**config.mk**
```make
export PLATFORM = sky130hd
export DESIGN_NAME = cmd_rsp_unit
export DESIGN_NICKNAME = d
export VERILOG_FILES = /design/src/rtl/ccr_pkg.sv /design/src/rtl/ccr_regs.sv /design/src/rtl/ccr_rsp_store.sv /design/src/rtl/ccr_seq.sv /design/src/rtl/cmd_rsp_unit.sv
export SDC_FILE = /design/constraint.sdc
export NUM_CORES = 1
export LEC_CHECK = 0
export ABC_AREA = 1
export ABC_CLOCK_PERIOD_IN_PS = 10600
export BUFFER_PORTS_ARGS = -buffer_cell sky130_fd_sc_hd__buf_2
export CAP_MARGIN = 40
export CELL_PAD_IN_SITES_DETAIL_PLACEMENT = 0
export CELL_PAD_IN_SITES_GLOBAL_PLACEMENT = 1
export CORE_UTILIZATION = 45
export DETAILED_ROUTE_END_ITERATION = 12
export PLACE_DENSITY = 0.88
export SLEW_MARGIN = 20
export SYNTH_ARGS = -nofsm -noshare
export SYNTH_HDL_FRONTEND = slang
export SYNTH_SLANG_ARGS = --single-unit
export TNS_END_PERCENT = 10
```
**constraint.sdc**
```tcl
create_clock -name clk -period 10.6 [get_ports clk]
set_clock_uncertainty 0.2 [all_clocks]
set_input_delay 0.53 -clock clk [delete_from_list [all_inputs] [get_ports clk]]
set_output_delay 0.53 -clock clk [all_outputs]
set_load 0.01 [all_outputs]
```
**src/rtl/ccr_pkg.sv**
```systemverilog
package ccr_pkg;
    localparam int IDX_W     = 6;
    localparam int ARG_W     = 32;
    localparam int HALF_W    = 16;
    localparam int N_ENTRY   = 9;
    localparam int LEN_W     = 5;
    localparam int BLKLEN_W  = 12;
    localparam int NBLK_W    = 16;
    localparam int XFER_W    = BLKLEN_W + NBLK_W;
    localparam int ADDR_W    = 4;

    localparam logic [ADDR_W-1:0] A_CMD    = 4'd0;
    localparam logic [ADDR_W-1:0] A_ARGH   = 4'd1;
    localparam logic [ADDR_W-1:0] A_ARGL   = 4'd2;
    localparam logic [ADDR_W-1:0] A_CFG    = 4'd3;
    localparam logic [ADDR_W-1:0] A_BLKLEN = 4'd4;
    localparam logic [ADDR_W-1:0] A_NBLK   = 4'd5;
    localparam logic [ADDR_W-1:0] A_STAT   = 4'd6;
    localparam logic [ADDR_W-1:0] A_RESP   = 4'd7;
    localparam logic [ADDR_W-1:0] A_INT    = 4'd8;

    typedef enum logic [1:0] {
        SQ_IDLE,
        SQ_WAIT,
        SQ_STREAM
    } seq_state_e;
endpackage

```
**src/rtl/ccr_regs.sv**
```systemverilog
module ccr_regs
    import ccr_pkg::*;
(
    input  logic                clk,
    input  logic                rst_n,
    input  logic                wr,
    input  logic [ADDR_W-1:0]   addr,
    input  logic [HALF_W-1:0]   wdata,
    output logic [IDX_W-1:0]    cmd_idx,
    output logic [ARG_W-1:0]    arg,
    output logic [1:0]          rsp_type,
    output logic                data_en,
    output logic [BLKLEN_W-1:0] blk_len,
    output logic [NBLK_W-1:0]   num_blk
);
    typedef struct packed {
        logic [IDX_W-1:0]    idx;
        logic [ARG_W-1:0]    arg;
        logic [1:0]          rtype;
        logic                den;
        logic [BLKLEN_W-1:0] blen;
        logic [NBLK_W-1:0]   nblk;
    } regs_t;

    regs_t r_d, r_q;

    always_comb begin
        r_d = r_q;
        if (wr) begin
            case (addr)
                A_CMD:    r_d.idx = wdata[IDX_W-1:0];
                A_ARGH:   r_d.arg[ARG_W-1:HALF_W] = wdata;
                A_ARGL:   r_d.arg[HALF_W-1:0] = wdata;
                A_CFG:    begin r_d.rtype = wdata[1:0]; r_d.den = wdata[2]; end
                A_BLKLEN: r_d.blen = wdata[BLKLEN_W-1:0];
                A_NBLK:   r_d.nblk = wdata[NBLK_W-1:0];
                default:  ;
            endcase
        end
    end

    always_ff @(posedge clk or negedge rst_n) begin
        if (!rst_n) r_q <= '0;
        else        r_q <= r_d;
    end

    assign cmd_idx  = r_q.idx;
    assign arg      = r_q.arg;
    assign rsp_type = r_q.rtype;
    assign data_en  = r_q.den;
    assign blk_len  = r_q.blen;
    assign num_blk  = r_q.nblk;

    AST_ARG_HALF_KEEP: assert property (@(posedge clk) disable iff (!rst_n)
        (wr && addr == A_ARGH) |=> $stable(r_q.arg[HALF_W-1:0]));
endmodule

```
**src/rtl/ccr_rsp_store.sv**
```systemverilog
module ccr_rsp_store #(
    parameter int ENTRIES = 9,
    parameter int W       = 16,
    parameter int POS_W   = 5
) (
    input  logic             clk,
    input  logic             rst_n,
    input  logic             clr,
    input  logic             wr_en,
    input  logic [POS_W-1:0] wr_pos,
    input  logic [7:0]       wr_byte,
    input  logic             pop,
    output logic [W-1:0]     rd_data
);
    localparam int RI_W = $clog2(ENTRIES + 1);

    typedef struct packed {
        logic [ENTRIES-1:0][W-1:0] mem;
        logic [RI_W-1:0]           ridx;
    } store_t;

    store_t s_d, s_q;

    logic [POS_W-1:0]   target;
    logic [ENTRIES-1:0] hit_lo, hit_hi;

    assign target = POS_W'(wr_pos[POS_W-1:1]) + POS_W'(wr_pos[0]);

    for (genvar e = 0; e < ENTRIES; e++) begin : g_hit
        assign hit_lo[e] = wr_en && !wr_pos[0] && (target == POS_W'(e));
        assign hit_hi[e] = wr_en &&  wr_pos[0] && (target == POS_W'(e));
    end

    always_comb begin
        s_d = s_q;
        if (clr) begin
            s_d = '0;
        end else begin
            for (int e = 0; e < ENTRIES; e++) begin
                if (hit_lo[e]) s_d.mem[e][7:0]  = s_q.mem[e][7:0]  | wr_byte;
                if (hit_hi[e]) s_d.mem[e][15:8] = s_q.mem[e][15:8] | wr_byte;
            end
            if (pop && s_q.ridx < RI_W'(ENTRIES)) s_d.ridx = s_q.ridx + 1'b1;
        end
    end

    always_ff @(posedge clk or negedge rst_n) begin
        if (!rst_n) s_q <= '0;
        else        s_q <= s_d;
    end

    always_comb begin
        rd_data = '0;
        for (int e = 0; e < ENTRIES; e++)
            if (s_q.ridx == RI_W'(e)) rd_data = s_q.mem[e];
    end

    AST_CLEAR_EMPTY: assert property (@(posedge clk) disable iff (!rst_n)
        clr |=> (s_q.ridx == '0 && s_q.mem == '0));
    AST_INDEX_SATURATE: assert property (@(posedge clk) disable iff (!rst_n)
        (pop && s_q.ridx == RI_W'(ENTRIES)) |=> (s_q.ridx == RI_W'(ENTRIES)));
endmodule

```
**src/rtl/ccr_seq.sv**
```systemverilog
module ccr_seq
    import ccr_pkg::*;
(
    input  logic                clk,
    input  logic                rst_n,
    input  logic                go,
    input  logic                clk_en,
    input  logic                rsp_ack,
    input  logic                rsp_none,
    input  logic [LEN_W-1:0]    rsp_len,
    input  logic                rsp_byte_vld,
    input  logic [1:0]          rsp_type,
    input  logic                data_en,
    input  logic [BLKLEN_W-1:0] blk_len,
    input  logic [NBLK_W-1:0]   num_blk,
    output logic                req_valid,
    output logic                st_end,
    output logic                st_tout,
    output logic                int_end,
    output logic [XFER_W-1:0]   xfer_bytes,
    output logic                store_clr,
    output logic                store_wr,
    output logic [LEN_W-1:0]    store_pos
);
    typedef struct packed {
        seq_state_e         st;
        logic               cap;
        logic               den;
        logic [LEN_W-1:0]   len;
        logic [LEN_W-1:0]   cnt;
        logic               st_end;
        logic               st_tout;
        logic               int_end;
        logic [XFER_W-1:0]  xfer;
    } seq_t;

    seq_t q_d, q_q;
    logic launch, finish;

    assign launch = go && clk_en && (q_q.st == SQ_IDLE);

    always_comb begin
        q_d    = q_q;
        finish = 1'b0;
        case (q_q.st)
            SQ_IDLE: if (launch) begin
                q_d.st      = SQ_WAIT;
                q_d.cap     = (rsp_type != 2'd0);
                q_d.den     = data_en;
                q_d.cnt     = '0;
                q_d.st_end  = 1'b0;
                q_d.st_tout = 1'b0;
                q_d.int_end = 1'b0;
            end
            SQ_WAIT: if (rsp_ack) begin
                if (rsp_none) begin
                    q_d.st      = SQ_IDLE;
                    q_d.st_tout = 1'b1;
                end else if (rsp_len == '0) begin
                    finish = 1'b1;
                end else begin
                    q_d.st  = SQ_STREAM;
                    q_d.len = rsp_len;
                end
            end
            SQ_STREAM: if (rsp_byte_vld) begin
                q_d.cnt = q_q.cnt + 1'b1;
                if (q_q.cnt + 1'b1 == q_q.len) finish = 1'b1;
            end
            default: q_d.st = SQ_IDLE;
        endcase
        if (finish) begin
            q_d.st      = SQ_IDLE;
            q_d.st_end  = 1'b1;
            q_d.int_end = 1'b1;
            if (q_q.den) q_d.xfer = XFER_W'(num_blk) * XFER_W'(blk_len);
        end
    end

    always_ff @(posedge clk or negedge rst_n) begin
        if (!rst_n) q_q <= '{st: SQ_IDLE, default: '0};
        else        q_q <= q_d;
    end

    assign req_valid  = (q_q.st == SQ_WAIT);
    assign st_end     = q_q.st_end;
    assign st_tout    = q_q.st_tout;
    assign int_end    = q_q.int_end;
    assign xfer_bytes = q_q.xfer;
    assign store_clr  = launch;
    assign store_wr   = (q_q.st == SQ_STREAM) && rsp_byte_vld && q_q.cap;
    assign store_pos  = q_q.cnt;

    AST_END_TOUT_EXCL: assert property (@(posedge clk) disable iff (!rst_n)
        !(q_q.st_end && q_q.st_tout));
endmodule

```
**src/rtl/cmd_rsp_unit.sv**
```systemverilog
module cmd_rsp_unit
    import ccr_pkg::*;
(
    input  logic        clk,
    input  logic        rst_n,
    input  logic        reg_wr,
    input  logic        reg_rd,
    input  logic [3:0]  reg_addr,
    input  logic [15:0] reg_wdata,
    output logic [15:0] reg_rdata,
    input  logic        clk_en,
    input  logic        cmd_go,
    output logic        req_valid,
    output logic [5:0]  req_idx,
    output logic [31:0] req_arg,
    input  logic        rsp_ack,
    input  logic        rsp_none,
    input  logic [4:0]  rsp_len,
    input  logic        rsp_byte_vld,
    input  logic [7:0]  rsp_byte,
    output logic        irq,
    output logic [27:0] xfer_bytes
);
    logic [IDX_W-1:0]    cmd_idx;
    logic [ARG_W-1:0]    arg;
    logic [1:0]          rsp_type;
    logic                data_en;
    logic [BLKLEN_W-1:0] blk_len;
    logic [NBLK_W-1:0]   num_blk;
    logic                st_end, st_tout, int_end;
    logic                store_clr, store_wr;
    logic [LEN_W-1:0]    store_pos;
    logic [HALF_W-1:0]   rsp_word;

    ccr_regs u_regs (
        .clk(clk), .rst_n(rst_n), .wr(reg_wr), .addr(reg_addr), .wdata(reg_wdata),
        .cmd_idx(cmd_idx), .arg(arg), .rsp_type(rsp_type), .data_en(data_en),
        .blk_len(blk_len), .num_blk(num_blk)
    );

    ccr_seq u_seq (
        .clk(clk), .rst_n(rst_n), .go(cmd_go), .clk_en(clk_en),
        .rsp_ack(rsp_ack), .rsp_none(rsp_none), .rsp_len(rsp_len),
        .rsp_byte_vld(rsp_byte_vld), .rsp_type(rsp_type), .data_en(data_en),
        .blk_len(blk_len), .num_blk(num_blk), .req_valid(req_valid),
        .st_end(st_end), .st_tout(st_tout), .int_end(int_end),
        .xfer_bytes(xfer_bytes), .store_clr(store_clr), .store_wr(store_wr),
        .store_pos(store_pos)
    );

    ccr_rsp_store #(.ENTRIES(N_ENTRY), .W(HALF_W), .POS_W(LEN_W)) u_store (
        .clk(clk), .rst_n(rst_n), .clr(store_clr), .wr_en(store_wr),
        .wr_pos(store_pos), .wr_byte(rsp_byte),
        .pop(reg_rd && reg_addr == A_RESP), .rd_data(rsp_word)
    );

    assign req_idx = cmd_idx;
    assign req_arg = arg;
    assign irq     = int_end;

    always_comb begin
        reg_rdata = '0;
        case (reg_addr)
            A_CMD:    reg_rdata = HALF_W'(cmd_idx) | 16'h0040;
            A_ARGH:   reg_rdata = arg[ARG_W-1:HALF_W];
            A_ARGL:   reg_rdata = arg[HALF_W-1:0];
            A_CFG:    reg_rdata = {13'd0, data_en, rsp_type};
            A_BLKLEN: reg_rdata = HALF_W'(blk_len);
            A_NBLK:   reg_rdata = num_blk;
            A_STAT:   reg_rdata = {2'b00, st_end, 4'd0, clk_en, 6'd0, st_tout, 1'b0};
            A_RESP:   reg_rdata = rsp_word;
            A_INT:    reg_rdata = {13'd0, int_end, 2'b00};
            default:  reg_rdata = '0;
        endcase
    end

    AST_LAUNCH_NEEDS_CLK: assert property (@(posedge clk) disable iff (!rst_n)
        $rose(req_valid) |-> $past(clk_en));
endmodule

```
==> reports/metrics.cfg, run 1 <==
[global_route]
grt_pass1_wl_mm = 86.6
gr-total-overflow = 0
grt.total_usage = 0.249
grt_max_degree = 161
grt_pass1_vias = 16300
antenna_found_initial = 0

[clock_tree]
clkTransAtPathRegs_ns = 0.06
clock_path_buffers = 3
clk_latency_ns = 0.60
cts.sinks = 261
cts_tree = built
htreeDepth = 1
ctsResizeCount = 0
cts_buffers = 29
cts-root-buf = clkbuf_16

[detailed_routing]
dr_total_vias = 16000
antenna_left = 0
drcViolationCount = 0
wl_mm = 52.5
drtIter0Drc = 1244
first_pass_iters = 7
avgViaCountPerCell = 5.25
wl_per_cell_um = 17.2

[sta]
setup_viol = 0
clock.fmax_mhz = 181
slew_violations = 0
rsz0062_at_grt = false
layout_min_cycle_time_ns = 5.54
hold_violations = 0
worst_slew_pin_slew_ns = 0.870
timing.final.crit_share = 0.522
finalSetupTns_ns = 0
relSlewSlack = 0.420

[synthesis]
ys_ff_latch = 261
synthesis.area_mm2 = 0.0192
syn_nets = 2712
synth.area.top_cells = dfrtp_1 (34%), fa_1 (15%), nand2_1 (13%)
ys_warn_count = 0
synth.avg_cell_area_um2 = 7.81
ys_seq_area_frac = 0.341
synth_cell_type_count = 45
synth_top_area_share = 0.341
syn_inst = 2454
synth_top_area_cell = dfrtp_1

[critical_path]
path_class = register to register
r2r_slack_ns = 5.06
r2r_cells = 21
r2r_end = u_seq.xfer_bytes[21]
setup.worst_path.end = u_seq.xfer_bytes[21]
r2r-start = u_regs.blk_len[6]
startpoint = u_regs.blk_len[6]
crit_fanout = 18
arrival_ns = 5.82
end_kind = register
cp-start-kind = register
cp_data_required_time_ns = 10.88

[placed_design]
hpwl_mm = 38.4
place.gp.congestion = 0.887
port_buffers = 125

[die]
core_mm2 = 0.0419
die_area_mm2 = 0.0434
rows = 75
die_w_um = 208
io_pins = 126
die_h_um = 208
start_util = 0.457

[power]
p_total_w = 0.00473
power.density_mw_per_mm2 = 224
netSwitchingFraction = 0.452
p_switching_w = 0.00214
p_int_w = 0.00259
pwr-share-clk = 0.235
p_leak_nw = 11.3
seq_power_share = 0.269
p_comb_frac = 0.496
peakVddDrop_v = 0.000143

[run]
cap_viol_max_count = 0

[layout]
diodes = 0
syn2layout_area_growth_pct = 10.0
regArea_mm2 = 0.00653
fill_cells = 3991
finalNetCount = 2748
multi_input_comb_area_mm2 = 0.0102
drive_above_1_share = 0.0896

[min_path]
hold_class = input pin to register

[status]
outcome = completed

==> synth_stat cells (all sizes together) <==
library cell  number
mux2               1
a21o               2
o21bai             5
buf               61
a22o              17
o31ai              1
nand4             14
a221oi             6
dfrtp            261
o21ai            156
nand3             95
nor4               1
nand2b             1
xor2               8
nor2             122
inv              462
a211oi             9
bufinv             2
o211ai             1
xnor2             10
clkinv             3
clkbuf            73
o41ai              1
a21oi            160
or2                2
nand2            688
nor3              26
fa               140
ha                76
nand3b             1
o22ai              2
o21a              47
==> critical path: stages, from the launching register on <==
cell     delay (ns)
dfrtp_1        0.85
nand2_1        0.17
fa_1           0.57
inv_1          0.05
fa_1           0.58
fa_1           0.44
fa_1           0.49
inv_1          0.05
fa_1           0.47
inv_1          0.04
ha_1           0.38
nand2_1        0.16
inv_1          0.10
nand2_1        0.08
nor3_1         0.25
nand4_1        0.15
nand3_1        0.13
nand2_1        0.06
inv_1          0.06
nor2_1         0.04
nand2_1        0.05
nand2_1        0.05
==> cell families after synthesis <==
| kind of cell | count (synthesis) | synth area share |
|---|---|---|
| simple gates | 950 | 0.208 |
| buf+inv | 601 | 0.127 |
| compound gates | 407 | 0.120 |
| flops | 261 | 0.341 |
| fa+ha+maj | 216 | 0.196 |
| xor+xnor | 18 | 0.00822 |
| mux | 1 | 0.000587 |
==> power by group through the flow <==
stage | registers [W] | logic (W) | clock network (W)
2_1_floorplan | 0.00117 | 0.00175 | 0
3_3_place_gp | 0.00128 | 0.00229 | 0
3_5_place_dp | 0.00129 | 0.00233 | 0
4_1_cts | 0.00127 | 0.00234 | 0.00113
5_1_grt | 0.00128 | 0.00274 | 0.00117
6_report | 0.00127 | 0.00234 | 0.00111
==> cell usage in the layout (no fill, tap or decap), types with 47 or more instances in the layout <==
cell type	synthesis	routed
dfrtp_1	261	261
a21oi_1	160	160
nand2_1	683	683
ha_1	76	76
o21a_1	47	47
buf_2	14	124
nor2_1	112	112
fa_1	140	140
o21ai_0	131	131
nand3_1	93	93
inv_1	454	454
==> metal layers <==
metal | routed length (um) | track usage | part of all wire
met1 | 24200 | 0.353 | 0.46
met2 | 23000 | 0.388 | 0.44
met3 | 3510 | 0.0388 | 0.067
met4 | 1800 | 0.0897 | 0.034
met5 | 0 | 0 | 0
==> registers in the layout, indices dropped and copies added (netlist names) <==
name and count:
u_regs.rsp_type 2, u_regs.data_en 1, u_seq.xfer_bytes 28, u_seq.st_end 1, u_regs.cmd_idx 6, u_seq.q_q 9, u_regs.arg 32, u_seq.st_tout 1
u_seq.store_pos 5, u_regs.num_blk 16, u_regs.blk_len 12, u_store.s_q 148
==> timing repair <==
item                                   CTS  global route
endpoints found under the hold margin  104             0
hold buffers                             5             0
setup buffers                            0             0
==> final cells by class <==
class                      instances  share of cell area
timing repair buffer             139              0.0396
sequential                       261               0.310
inverter                         467              0.0845
clock buffer                      44              0.0423
clock inverter                     9             0.00801
multi-input combinational       1592               0.484
tap                              539              0.0320
==> worst min path at each step <==
stage	startpoint	end	slack [ns]	cells past startpoint
after floorplan	rst_n	u_regs.arg[0]	0.03	0
after global placement	u_seq.xfer_bytes[3]	u_seq.xfer_bytes[3]	0.26	2
after detailed placement	u_seq.xfer_bytes[4]	u_seq.xfer_bytes[4]	0.27	2
after CTS	rsp_len[1]	u_seq.q_q[37]	0.01	3
after global routing	reg_wdata[15]	u_regs.num_blk[15]	0.05	3
final	reg_wdata[15]	u_regs.num_blk[15]	0.04	3
==> metrics by stage <==
step / worst slack [ns] / cell area, um2 / util / instances / hold WS (ns)
2_1_floorplan: 5.58 / 19200 / - / 2454 / 0.0344
3_5_place_dp: 5.15 / 20000 / 0.476 / 2991 / 0.266
3_3_place_gp: 5.17 / 19900 / 0.474 / 2987 / 0.260
5_1_grt: 4.61 / 21100 / 0.503 / 3051 / 0.0496
6_report: 5.06 / 21100 / 0.503 / 3051 / 0.0450
4_1_cts: 5.11 / 21100 / 0.502 / 3049 / 0.0103
(Power assumes the default switching activity.)
==> run 2: changes to the inputs <==
- ABC_AREA: 1 -> 0
- ABC_CLOCK_PERIOD_IN_PS: 10600 -> 4600
- CORE_UTILIZATION: 45 -> 44
- PLACE_DENSITY: 0.88 -> 0.87
- clock period: 10.6 -> 4.6 ns (I/O delays scaled with it)
==> reports/metrics.cfg, run 2 <==
[status]
outcome = complete, but fails checks
violations = negative setup slack

[synthesis]
synth_top_area_cell = dfrtp_1
synth.area.top_cells = dfrtp_1 (36%), fa_1 (16%), a21oi_1 (5.3%)
synth_top_area_share = 0.362  ; +0.0216
syn_nets = 2170  ; -20%
synth.avg_cell_area_um2 = 9.43  ; +21%
synth_flop_cell = dfrtp_1
synth-edff-count = 0  ; unchanged
async_flop_share = 1.00  ; unchanged
synth_cell_type_count = 79  ; +76%
ys_warn_count = 0  ; unchanged
ys_seq_area_frac = 0.362  ; +0.0216
synthesis.area_mm2 = 0.0180  ; -6.0%
ys_ff_latch = 261  ; unchanged
post-synth-top-count-cell = dfrtp_1
syn_inst = 1912  ; -22%
synthTopCellsByCount = dfrtp_1 (261), nand2_1 (225), nor2_1 (203), a21oi_1 (191), inv_1 (189)

[layout]
syn2layout_area_growth_pct = 20.0
fill_cells = 3538  ; -11%
finalNetCount = 2379  ; -13%
drive_above_1_share = 0.217  ; +0.128
final_common_cell = dfrtp_1
largest_reg_flops = 148  ; unchanged
top_register = u_store.s_q
mostFrequentLayoutCells = dfrtp_1 (246), nand2_1 (222), nor2_1 (202), inv_1 (187), a21oi_1 (187)
final_cell_area_mm2 = 0.0216  ; +2.5%

[critical_path]
arrival_ns = 5.56  ; -0.26 ns
end_kind = register
startpoint = u_regs.blk_len[7]
path_class = register to register
crit_fanout = 5  ; -13
cp-start-kind = register
r2r-start = u_regs.blk_len[7]
cp_data_required_time_ns = 4.91  ; -5.97 ns

[power]
peakVddDrop_v = 0.00153  ; +970%
power.density_mw_per_mm2 = 963  ; +330%
p_leak_nw = 10.7  ; -5.5%

[die]
start_util = 0.450  ; -0.00738
die_area_mm2 = 0.0418  ; -3.8%
die_h_um = 204  ; -1.9%
rows = 73  ; -2.7%
die_w_um = 204  ; -1.9%
core_mm2 = 0.0401  ; -4.4%
io_pins = 126  ; unchanged

[clock_tree]
htreeDepth = 1  ; unchanged
cts.sinks = 261  ; unchanged
clkTransAtPathRegs_ns = 0.06  ; about the same
clock_path_buffers = 3  ; unchanged
cts_buffers = 29  ; unchanged
cts-root-buf = clkbuf_16
clk_latency_ns = 0.59  ; about the same
cts_tree = built

[sta]
clock.fmax_mhz = 190  ; +5.3%
setup_ws_ns = -0.655  ; -5.72 ns
rsz0062_at_grt = true
worst_slew_pin_slew_ns = 0.826  ; -0.0448 ns
hold_slack_ns = 0.0216  ; -0.0233 ns
timing.final.crit_share = 1.14  ; +0.620
layout_min_cycle_time_ns = 5.25  ; -0.281 ns
hold_violations = 0  ; unchanged
setup_viol = 17  ; +17
slew_violations = 0  ; unchanged
relSlewSlack = 0.450  ; +0.0299

[global_route]
gr-total-overflow = 0  ; unchanged
grt_pass1_wl_mm = 82.2  ; -5.1%
antenna_found_initial = 2  ; +2
grt_pass1_vias = 15200  ; -6.9%
grt.total_usage = 0.251  ; +0.00164
grt_max_degree = 115  ; -29%

[min_path]
hold_class = input pin to async pin

[placed_design]
dpl-instance-area_mm2 = 0.0197  ; -1.3%
port_buffers = 125  ; unchanged
hpwl_mm = 37.8  ; -1.6%
place.gp.congestion = 0.930  ; +4.8%

[detailed_routing]
drtIter0Drc = 1261  ; +1.4%
wl_mm = 52.1  ; -0.84%
drcViolationCount = 0  ; unchanged
antenna_left = 0  ; unchanged
wl_per_cell_um = 19.5  ; +13%
first_pass_iters = 6  ; -1
dr_total_vias = 14900  ; -7.1%
avgViaCountPerCell = 5.58  ; +6.4%

[run]
cap_viol_max_count = 0  ; unchanged

[run 2: changes by cell type after synthesis, sizes merged, moves of 13 or more]
| cell | delta |
|---|---|
| o21ai | -85 |
| a22oi | +19 |
| mux2 | +76 |
| nor2b | +21 |
| inv | -273 |
| o21a | -45 |
| nand2 | -463 |
| clkbuf | +13 |
| a221oi | +13 |
| and2 | +73 |
| nand3 | -77 |
| a21oi | +31 |
| nor2 | +82 |
[run 2: cells by family (layout without fill, tap and decap cells)]
| kind of cell | count (synthesis) | in the layout | synth area share |
|---|---|---|---|
| mux | 84 | 84 | 0.0527 |
| compound gates | 398 | 398 | 0.139 |
| buf+inv | 331 | 559 | 0.0763 |
| flops | 261 | 261 | 0.362 |
| xor+xnor | 30 | 30 | 0.0154 |
| simple gates | 592 | 592 | 0.146 |
| fa+ha+maj | 216 | 216 | 0.208 |
| other cells | 0 | 1 | 0 |
[run 2: final timing paths]
kind | to | slack (ns) | cells after the start
min reg2reg | u_seq.xfer_bytes[21] | 0.28 | 2
min in group clk | u_regs.data_en | 0.12 | 3
max in group asynchronous | u_store.s_q[126] | 3.00 | 3
min | u_seq.xfer_bytes[8] | 0.02 | 2
max | u_seq.xfer_bytes[26] | -0.65 | 18
max reg2reg | u_seq.xfer_bytes[26] | -0.65 | 18
[run 2: critical path: stages (launching register included)]
cell and delay, ns:
dfrtp_1 0.42, buf_6 0.15, and2_4 0.13, fa_1 0.55
inv_2 0.05, fa_1 0.53, inv_1 0.05, fa_1 0.44
fa_1 0.51, inv_1 0.05, fa_1 0.49, inv_2 0.05
ha_4 0.25, and3_4 0.19, a311oi_4 0.34, o32ai_4 0.16
o211a_1 0.26, o21a_1 0.18, o31ai_2 0.16
[run 2: report_power, final]
group / leakage, nW / internal, W / switching [W]
sequential: 3.50 / 0.00254 / 0.000328
clock: 0.469 / 0.00143 / 0.000986
combinational: 6.69 / 0.00767 / 0.00788
[run 2: cell type report]
class | count | area [um2] | area share
Multi-Input combinational cell | 1320 | 10400 | 0.483
Clock inverter | 11 | 175 | 0.00810
Tap cell | 525 | 657 | 0.0304
Sequential cell | 261 | 6550 | 0.303
Antenna cell | 1 | 2.50 | 0.000116
Inverter | 189 | 709 | 0.0328
Timing Repair Buffer | 320 | 2300 | 0.106
Clock buffer | 39 | 793 | 0.0367
[run 2: what timing repair did]
| item | in CTS | in global routing |
|---|---|---|
| pin swaps | 18 | 22 |
| gates cloned | 0 | 0 |
| gates resized for setup | 53 | 27 |
| buffers inserted | 12 | 6 |
| hold buffers | 46 | 0 |
| endpoints found under the hold margin | 304 | 0 |
| setup endpoints to repair | 19 | 20 |
[run 2: through the flow]
step | TNS (ns) | util | power (W) | setup slack, ns | instances
floorplan | -5.86 | - | 0.0111 | -0.564 | 1912
global placement | -9.89 | 0.491 | 0.0156 | -0.749 | 2550
detailed placement | -10.82 | 0.491 | 0.0158 | -0.847 | 2550
CTS | -8.21 | 0.535 | 0.0199 | -0.661 | 2658
global route | -12.19 | 0.539 | 0.0227 | -0.860 | 2665
finish | -7.86 | 0.539 | 0.0208 | -0.655 | 2666
[run 2: per-layer routing]
layer / share of wire / vias up / GRT usage
li1: - / 6723 / -
met1: 0.39 / 7526 / 0.306
met2: 0.52 / 512 / 0.452
met3: 0.052 / 126 / 0.0306
met4: 0.040 / 0 / 0.0920
met5: 0 / - / 0
